File: src/rtl/ofa_pkg.sv
package ofa_pkg;
  typedef enum logic [1:0] {
    POL_TRAP = 2'b00,
    POL_WRAP = 2'b01,
    POL_SAT  = 2'b10,
    POL_RSVD = 2'b11
  } policy_e;
endpackage

File: src/rtl/ofa_addcore.sv
// Single carry chain shared by add and subtract: A + (B ^ sub) + sub.
module ofa_addcore #(
  parameter int W = 32
) (
  input  logic [W-1:0] a,
  input  logic [W-1:0] b,
  input  logic         sub,
  output logic [W-1:0] b_eff,
  output logic [W-1:0] sum,
  output logic         cout
);
  logic [W:0] wide;

  always_comb begin
    b_eff = sub ? ~b : b;
    wide  = {1'b0, a} + {1'b0, b_eff} + {{W{1'b0}}, sub};
    sum   = wide[W-1:0];
    cout  = wide[W];
  end
endmodule

File: src/rtl/ofa_flags.sv
// Overflow detection for both interpretations from sign bits and carry out.
module ofa_flags #(
  parameter int W = 32
) (
  input  logic         a_msb,
  input  logic         beff_msb,
  input  logic         sum_msb,
  input  logic         cout,
  input  logic         sub,
  output logic         ovf_s,
  output logic         ovf_u
);
  logic same_sign;

  always_comb begin
    same_sign = ~(a_msb ^ beff_msb);
    ovf_s     = same_sign & (a_msb ^ sum_msb);
    ovf_u     = sub ? ~cout : cout;
  end
endmodule

File: src/rtl/ofa_clamp.sv
// Policy stage: picks the wrapped sum or a clamp value and forms the exception.
module ofa_clamp
  import ofa_pkg::*;
#(
  parameter int W = 32
) (
  input  logic [W-1:0] sum,
  input  logic         a_msb,
  input  logic         sub,
  input  logic         signed_sel,
  input  policy_e      pol,
  input  logic         ovf_s,
  input  logic         ovf_u,
  input  logic         valid,
  output logic [W-1:0] res,
  output logic         exc
);
  localparam logic [W-1:0] SMAX = {1'b0, {(W-1){1'b1}}};
  localparam logic [W-1:0] SMIN = {1'b1, {(W-1){1'b0}}};
  localparam logic [W-1:0] UMAX = {W{1'b1}};
  localparam logic [W-1:0] UMIN = '0;

  logic sel_ovf;
  logic [W-1:0] clamp_v;

  always_comb begin
    sel_ovf = signed_sel ? ovf_s : ovf_u;
    if (signed_sel) clamp_v = a_msb ? SMIN : SMAX;
    else            clamp_v = sub ? UMIN : UMAX;
    res = ((pol == POL_SAT) && sel_ovf) ? clamp_v : sum;
    exc = valid && (pol == POL_TRAP) && sel_ovf;
  end
endmodule

File: src/rtl/ofa_adder.sv
module ofa_adder
  import ofa_pkg::*;
#(
  parameter int N = 32
) (
  input  logic         in_valid,
  output logic         in_ready,
  input  logic [N-1:0] a_op,
  input  logic [N-1:0] b_op,
  input  logic         sub_sel,
  input  logic         signed_sel,
  input  logic [1:0]   policy,
  output logic         out_valid,
  input  logic         out_ready,
  output logic [N-1:0] result,
  output logic         ovf_signed,
  output logic         ovf_unsigned,
  output logic         exc
);
  localparam int MSB = N - 1;

  logic [N-1:0] b_eff;
  logic [N-1:0] sum;
  logic         cout;
  policy_e      pol;

  assign pol       = policy_e'(policy);
  assign out_valid = in_valid;
  assign in_ready  = out_ready;

  ofa_addcore #(.W(N)) u_core (
    .a(a_op), .b(b_op), .sub(sub_sel),
    .b_eff(b_eff), .sum(sum), .cout(cout)
  );

  ofa_flags #(.W(N)) u_flags (
    .a_msb(a_op[MSB]), .beff_msb(b_eff[MSB]), .sum_msb(sum[MSB]),
    .cout(cout), .sub(sub_sel),
    .ovf_s(ovf_signed), .ovf_u(ovf_unsigned)
  );

  ofa_clamp #(.W(N)) u_clamp (
    .sum(sum), .a_msb(a_op[MSB]), .sub(sub_sel), .signed_sel(signed_sel),
    .pol(pol), .ovf_s(ovf_signed), .ovf_u(ovf_unsigned), .valid(in_valid),
    .res(result), .exc(exc)
  );
endmodule

File: config.mk
export PLATFORM = sky130hd
export DESIGN_NAME = ofa_adder
export DESIGN_NICKNAME = d
export VERILOG_FILES = /design/src/rtl/ofa_pkg.sv /design/src/rtl/ofa_addcore.sv /design/src/rtl/ofa_flags.sv /design/src/rtl/ofa_clamp.sv /design/src/rtl/ofa_adder.sv
export SDC_FILE = /design/constraint.sdc
export NUM_CORES = 1
export LEC_CHECK = 0
export CAP_MARGIN = 20
export CORE_AREA = 3 3 78 80
export DETAILED_ROUTE_END_ITERATION = 8
export DIE_AREA = 0 0 81 83
export PLACE_DENSITY = 0.86
export SLEW_MARGIN = 30
export SYNTH_ARGS = -nofsm -noshare
export SYNTH_HDL_FRONTEND = slang
export SYNTH_SLANG_ARGS = --single-unit
File: constraint.sdc
create_clock -name vclk -period 11.3
set_input_delay 2.26 -clock vclk [all_inputs]
set_output_delay 2.26 -clock vclk [all_outputs]
set_load 0.05 [all_outputs]
==> results.yml, run 1 <==
status:
  status: "complete, no violations"
die:
  floorplan.initialDensity: 0.4977
  fp.dieArea_sq_um: 6723
  fp.dieW_um: 81
  placeableCoreArea_sq_um: 5473
  top_level_ports: 107
  rows: 27
  dieHeight_um: 83
yosys:
  ys_top_cells_by_area: "sky130_fd_sc_hd__ha_1 15%, sky130_fd_sc_hd__xor2_1 14%, sky130_fd_sc_hd__mux2i_1 11%, sky130_fd_sc_hd__xnor2_1 6.1%, sky130_fd_sc_hd__a21oi_1 6.1%"
  ys_seq_area_frac: 0
  synth_top_area_cell: "sky130_fd_sc_hd__ha_1"
  avgSynthCellArea_sq_um: 7.716
  synth_fp_nets: 456
  synth.top_cell.area_share: 0.1470
  ys_types: 59
  netlist_instances: 353
  ys.warnings.count: 0
  synthesis.area_sq_um: 2724
sta:
  report.final.slew_viol_count: 0
  final_report_hold_violation_count: 0
  period_needed_ps: 9595
  relSlewSlack: 0.3585
  final-setup-viol-count: 0
  period_share: 0.8491
  tightest_slew_ps: 962.2
  setup_total_negative_slack_ps: 0
  timing.fmax_mhz: 104.2
  rsz0062_at_grt: "no"
layout:
  final.fill_count: 470
  post_layout_nonfiller_instances: 513
  layout.clock_buffers: 0
  sequential_cell_total: 0
  design.final.nets: 546
  finalCoreUtilization: 0.6790
  drive_gt1_frac: 0.05215
  seq_area_sq_um: 0
  areaGrowthSynthToFinish_pct: 36.43
  insertedDiodeCount: 0
  multiInputGateArea_sq_um: 2500
critical_path:
  critical_path_class: "in -> out"
  critPathSlowestCell: "sky130_fd_sc_hd__clkdlybuf4s50_1"
  critPathCaptureType: "output pin"
  worst-endpoint-required_ps: 9040
  critical_path_peak_fanout: 19
  cp.arrival_ps: 7340
  launching_element_type_of_the_critical_path: "input pin"
  max_stage_delay_ps: 840
  timing.critical_path.cells: "buf_2 > buf_16 > xor2_1 > ha_1 > a21oi_1 > o221ai_1 > a221o_1 > o21bai_1 > a211oi_1 > a311oi_4 > buf_4 > mux2i_1 > clkdlybuf4s50_1"
detailed_routing:
  vias: 2947
  detail_route.first_pass.iterations: 4
  detailedRoute.firstIterationViolations: 155
  ant_nets: 0
  post_drt_via_cell_ratio: 5.745
  finalWirelength_um: 7865
  drt-wirelength-per-cell_um: 15.33
  detail_route.drc_violations: 0
power:
  power.switching_mw: 0.2976
  power.leakage_nw: 1.701
  power-per-cell-area_nw_per_um2: 129.6
  pwr-share-comb: 1.000
  worst_ir_drop_vdd_uv: 89.72
  share_seq_of_total_power: 0
  clock_power_share: 0
  report.power.total_mw: 0.4815
  swShare: 0.6180
  internal-power_mw: 0.1840
global_routing:
  grt_antenna_before_repair: 0
  combined_global_route_utilization_of_all_metal_layers: 0.2252
  grt_start_max_net_pins: 37
  grt_pass1_wl_um: 13070
  grt_pass1_vias: 2937
  grt_overflow_total: 0
worst_hold_path:
  min_delay_path_class: "in -> out"
place:
  gp_routability_congestion: 0.8984
  port_buf_inserts: 105
  dpl.hpwl_um: 6388
  place.detailed.instances: 512
clock_tree:
  ctsHoldBuffers: 0
  postCtsSetupRepairBufs: 0
  ctsResizeCount: 0
run:
  drv_cap: 0
-- cell families after synthesis --
kind of cell,Yosys count,synth area share
AOI/OAI and AO/OA,107,0.2742
and+or+nand+nor,88,0.1668
xor gates and xnor gates,61,0.1961
muxes,33,0.1222
adders and majority gates,33,0.1543
buffers and inverters,31,0.08635
-- power by group through the flow --
stage	clock network [mW]	logic, mW	registers (mW)
final	0	0.482	0
after global placement	0	0.472	0
after CTS	0	0.480	0
after floorplan	0	0.346	0
after detailed placement	0	0.477	0
after global routing	0	0.513	0
-- cell type report --
cell class	count	share of cell area
Timing Repair Buffer	107	0.2909
Tap cell	72	0.02424
Inverter	12	0.01212
Multi-Input combinational cell	322	0.6727
-- final timing paths --
check      start    endpoint  slack [ps]  depth (start not counted)
max      sub_sel  result[14]        1700                         13
min    out_ready    in_ready        4520                          0
-- synthesized netlist by cell type (6+ instances only) --
library cell               instances
sky130_fd_sc_hd__nand3_1          16
sky130_fd_sc_hd__xor2_1           42
sky130_fd_sc_hd__ha_1             32
sky130_fd_sc_hd__inv_1            12
sky130_fd_sc_hd__o21ai_0          14
sky130_fd_sc_hd__nor2_1           22
sky130_fd_sc_hd__o21bai_1          6
sky130_fd_sc_hd__xnor2_1          19
sky130_fd_sc_hd__a31oi_1           6
sky130_fd_sc_hd__buf_6             7
sky130_fd_sc_hd__a21o_1           11
sky130_fd_sc_hd__nand2_1          21
sky130_fd_sc_hd__a21oi_1          33
sky130_fd_sc_hd__mux2i_1          31
-- cells in the final DEF (no fill, tap or decap), types with 2 or more instances in the layout --
cell type | synthesis | final
sky130_fd_sc_hd__a21o_1 | 11 | 11
sky130_fd_sc_hd__o21bai_1 | 6 | 6
sky130_fd_sc_hd__and2_1 | 2 | 2
sky130_fd_sc_hd__a21o_2 | 3 | 3
sky130_fd_sc_hd__inv_1 | 12 | 12
sky130_fd_sc_hd__and4_1 | 2 | 2
sky130_fd_sc_hd__ha_1 | 32 | 32
sky130_fd_sc_hd__o21ai_0 | 14 | 13
sky130_fd_sc_hd__nand2b_1 | 2 | 2
sky130_fd_sc_hd__o31ai_1 | 3 | 3
sky130_fd_sc_hd__and2_2 | 3 | 3
sky130_fd_sc_hd__xnor2_1 | 19 | 19
sky130_fd_sc_hd__a211oi_1 | 4 | 4
sky130_fd_sc_hd__nand3_1 | 16 | 16
sky130_fd_sc_hd__nand2_1 | 21 | 21
sky130_fd_sc_hd__o211ai_1 | 5 | 5
sky130_fd_sc_hd__o21a_1 | 4 | 4
sky130_fd_sc_hd__or2_2 | 3 | 3
sky130_fd_sc_hd__mux2i_1 | 31 | 31
sky130_fd_sc_hd__clkdlybuf4s50_1 | 0 | 104
sky130_fd_sc_hd__mux2_2 | 2 | 2
sky130_fd_sc_hd__xor2_1 | 42 | 42
sky130_fd_sc_hd__nor3_1 | 2 | 2
sky130_fd_sc_hd__nand4_1 | 5 | 5
sky130_fd_sc_hd__nor2_1 | 22 | 22
sky130_fd_sc_hd__a21oi_1 | 33 | 33
sky130_fd_sc_hd__o311a_1 | 3 | 3
sky130_fd_sc_hd__o221ai_1 | 2 | 2
sky130_fd_sc_hd__a31oi_1 | 6 | 6
-- through the flow --
stage | area [sq um] | worst slack, ps | hold slack, ps
finish | 3716 | 1705 | 4520
global placement | 3681 | 1703 | 4521
floorplan | 2724 | 1341 | 4687
detailed placement | 3689 | 1533 | 4521
CTS | 3689 | 1512 | 4521
global route | 3716 | 1408 | 4520
-- critical path, delay by kind of cell --
family / cells / cell delay [ps]
AOI/OAI and AO/OA: 6 / 2310
xor gates and xnor gates: 1 / 160
adders and majority gates: 1 / 330
buffers and inverters: 4 / 1990
muxes: 1 / 270
-- layer usage --
| layer | wire (um) | share of wire | GRT usage |
|---|---|---|---|
| met1 | 3363 | 0.43 | 0.2921 |
| met2 | 3934 | 0.50 | 0.4040 |
| met3 | 450 | 0.057 | 0.01518 |
| met4 | 116 | 0.015 | 0.03840 |
| met5 | 0 | 0 | 0 |
(Power assumes the default switching activity.)
==> run 2: changes to the inputs <==
- CORE_AREA: 3 3 78 80 -> 3 3 85 87
- DIE_AREA: 0 0 81 83 -> 0 0 88 90
- PLACE_DENSITY: 0.86 -> 0.76
- clock period: 11.3 -> 7.96 ns (I/O delays scaled with it)
==> run 2 against run 1 <==
Effect of this change: power grew 38%; combinational power grew 38%; die area grew 18%; non-clock buffer count grew 1; cell count grew 1.2%; largest power group unchanged; critical path depth shrank 1; utilization shrank 11 points; routed wire length shrank 0.43%; critical endpoint is now result[30]; via count shrank 2.7%.
==> results.yml, run 2 (synthesis results as in run 1) <==
status:
  status: "complete, no violations"
power:
  worst_ir_drop_vdd_uv: 135.8
  power.leakage_nw: 1.721
  power-per-cell-area_nw_per_um2: 182.8
  report.power.total_mw: 0.6640
critical_path:
  critPathCaptureType: "output pin"
  worst-endpoint-required_ps: 6370
  critical_path_peak_fanout: 30
  critical_path_class: "in -> out"
  cp.arrival_ps: 5890
  launching_element_type_of_the_critical_path: "input pin"
die:
  placeableCoreArea_sq_um: 6422
  rows: 29
  dieHeight_um: 90
  fp.dieW_um: 88
  floorplan.initialDensity: 0.4241
  top_level_ports: 107
  fp.dieArea_sq_um: 7920
layout:
  sequential_cell_total: 0
  areaGrowthSynthToFinish_pct: 33.39
  final_non_filler_cell_area_sq_um: 3633
  layout.clock_buffers: 0
  final.fill_count: 594
  seq_area_sq_um: 0
  mostFrequentLayoutCell: "sky130_fd_sc_hd__clkdlybuf4s50_1"
  finalCoreUtilization: 0.5658
  design.final.nets: 547
  insertedDiodeCount: 0
  commonest_cells_after_routing_fill_and_taps_aside: "76 x sky130_fd_sc_hd__clkdlybuf4s50_1, 42 x sky130_fd_sc_hd__xor2_1, 33 x sky130_fd_sc_hd__a21oi_1"
  drive_gt1_frac: 0.1176
detailed_routing:
  ant_nets: 0
  drt-wirelength-per-cell_um: 15.09
  detailedRoute.firstIterationViolations: 91
  detail_route.drc_violations: 0
  detail_route.first_pass.iterations: 4
  post_drt_via_cell_ratio: 5.526
  vias: 2868
  finalWirelength_um: 7831
place:
  dpl.hpwl_um: 6595
  gp_routability_congestion: 0.8947
  placement.cell_area_sq_um: 3633
  port_buf_inserts: 105
clock_tree:
  ctsResizeCount: 0
  ctsHoldBuffers: 0
  postCtsSetupRepairBufs: 0
global_routing:
  grt_overflow_total: 0
  grt_antenna_before_repair: 0
  combined_global_route_utilization_of_all_metal_layers: 0.1911
  grt_start_max_net_pins: 31
  grt_pass1_vias: 2900
  grt_pass1_wl_um: 13140
sta:
  final_report_hold_violation_count: 0
  timing.fmax_mhz: 133.7
  relSlewSlack: 0.4203
  final-setup-viol-count: 0
  period_share: 0.9398
  timing.hold.ws_ps: 3184
  setup_total_negative_slack_ps: 0
  report.final.slew_viol_count: 0
  tightest_slew_ps: 858.3
  rsz0062_at_grt: "no"
  period_needed_ps: 7481
worst_hold_path:
  timing.hold.worst_path_depth: 0
  min_to: "in_ready"
  min-delay-start: "out_ready"
  min_delay_path_class: "in -> out"
run:
  drv_cap: 0
## run 2: cell count changes in the layout (fill, tap and decap cells not counted)
| cell | delta |
|---|---|
| sky130_fd_sc_hd__a2111oi_0 | -1 |
| sky130_fd_sc_hd__buf_16 | -1 |
| sky130_fd_sc_hd__a2111oi_1 | +1 |
| sky130_fd_sc_hd__buf_4 | +30 |
| sky130_fd_sc_hd__o21ai_4 | -1 |
| sky130_fd_sc_hd__o21ai_2 | +1 |
| sky130_fd_sc_hd__clkdlybuf4s50_1 | -28 |
## run 2: stage by stage
stage               cells  setup WS [ps]
floorplan             353          19.90
global placement      519          591.0
detailed placement    519          476.4
CTS                   519          468.7
global route          519          168.3
finish                519          478.9
## run 2: layer usage
layer  routed length (um)  global-route usage  up-vias
li1                     -                   -     1476
met1                 3484              0.2538     1299
met2                 3920              0.3505       87
met3                  373            0.003656        6
met4                   53             0.01662        0
met5                    0                   0        -
## run 2: area by class of cell
| type | count | area, sq um | share of cell area |
|---|---|---|---|
| inverters | 12 | 45.04 | 0.01240 |
| well taps | 77 | 96.34 | 0.02652 |
| repair buffers | 108 | 998.5 | 0.2748 |
| multi-input cells | 322 | 2494 | 0.6863 |
## run 2: power breakdown
group | internal (mW) | switching [mW]
registers | 0 | 0
clock network | 0 | 0
logic | 0.242 | 0.422
total | 0.242 | 0.422
## run 2: worst max-delay path, cell delays in order
cell and delay, ps:
sky130_fd_sc_hd__buf_2 600, sky130_fd_sc_hd__xor2_1 300, sky130_fd_sc_hd__fa_1 290, sky130_fd_sc_hd__a211oi_1 120, sky130_fd_sc_hd__o311a_1 360, sky130_fd_sc_hd__or3_4 380
sky130_fd_sc_hd__a2111oi_4 310, sky130_fd_sc_hd__or2_2 210, sky130_fd_sc_hd__a211oi_2 90, sky130_fd_sc_hd__a311oi_4 510, sky130_fd_sc_hd__mux2i_1 280, sky130_fd_sc_hd__clkdlybuf4s50_1 830
## run 2: worst max-delay path by stage
stage	start	endpoint	slack, ps	depth (start not counted)
final	sub_sel	result[30]	480	12
after global routing	sub_sel	exc	170	11
after CTS	sub_sel	exc	470	12
after detailed placement	sub_sel	exc	480	12
after global placement	sub_sel	result[24]	590	12
after floorplan	sub_sel	exc	20	13
==> run 3: changes to the inputs <==
- ABC_AREA: default -> 0
==> results of run 3 <==
Same layout as run 2: the final DEF is identical, and so are final timing and power.
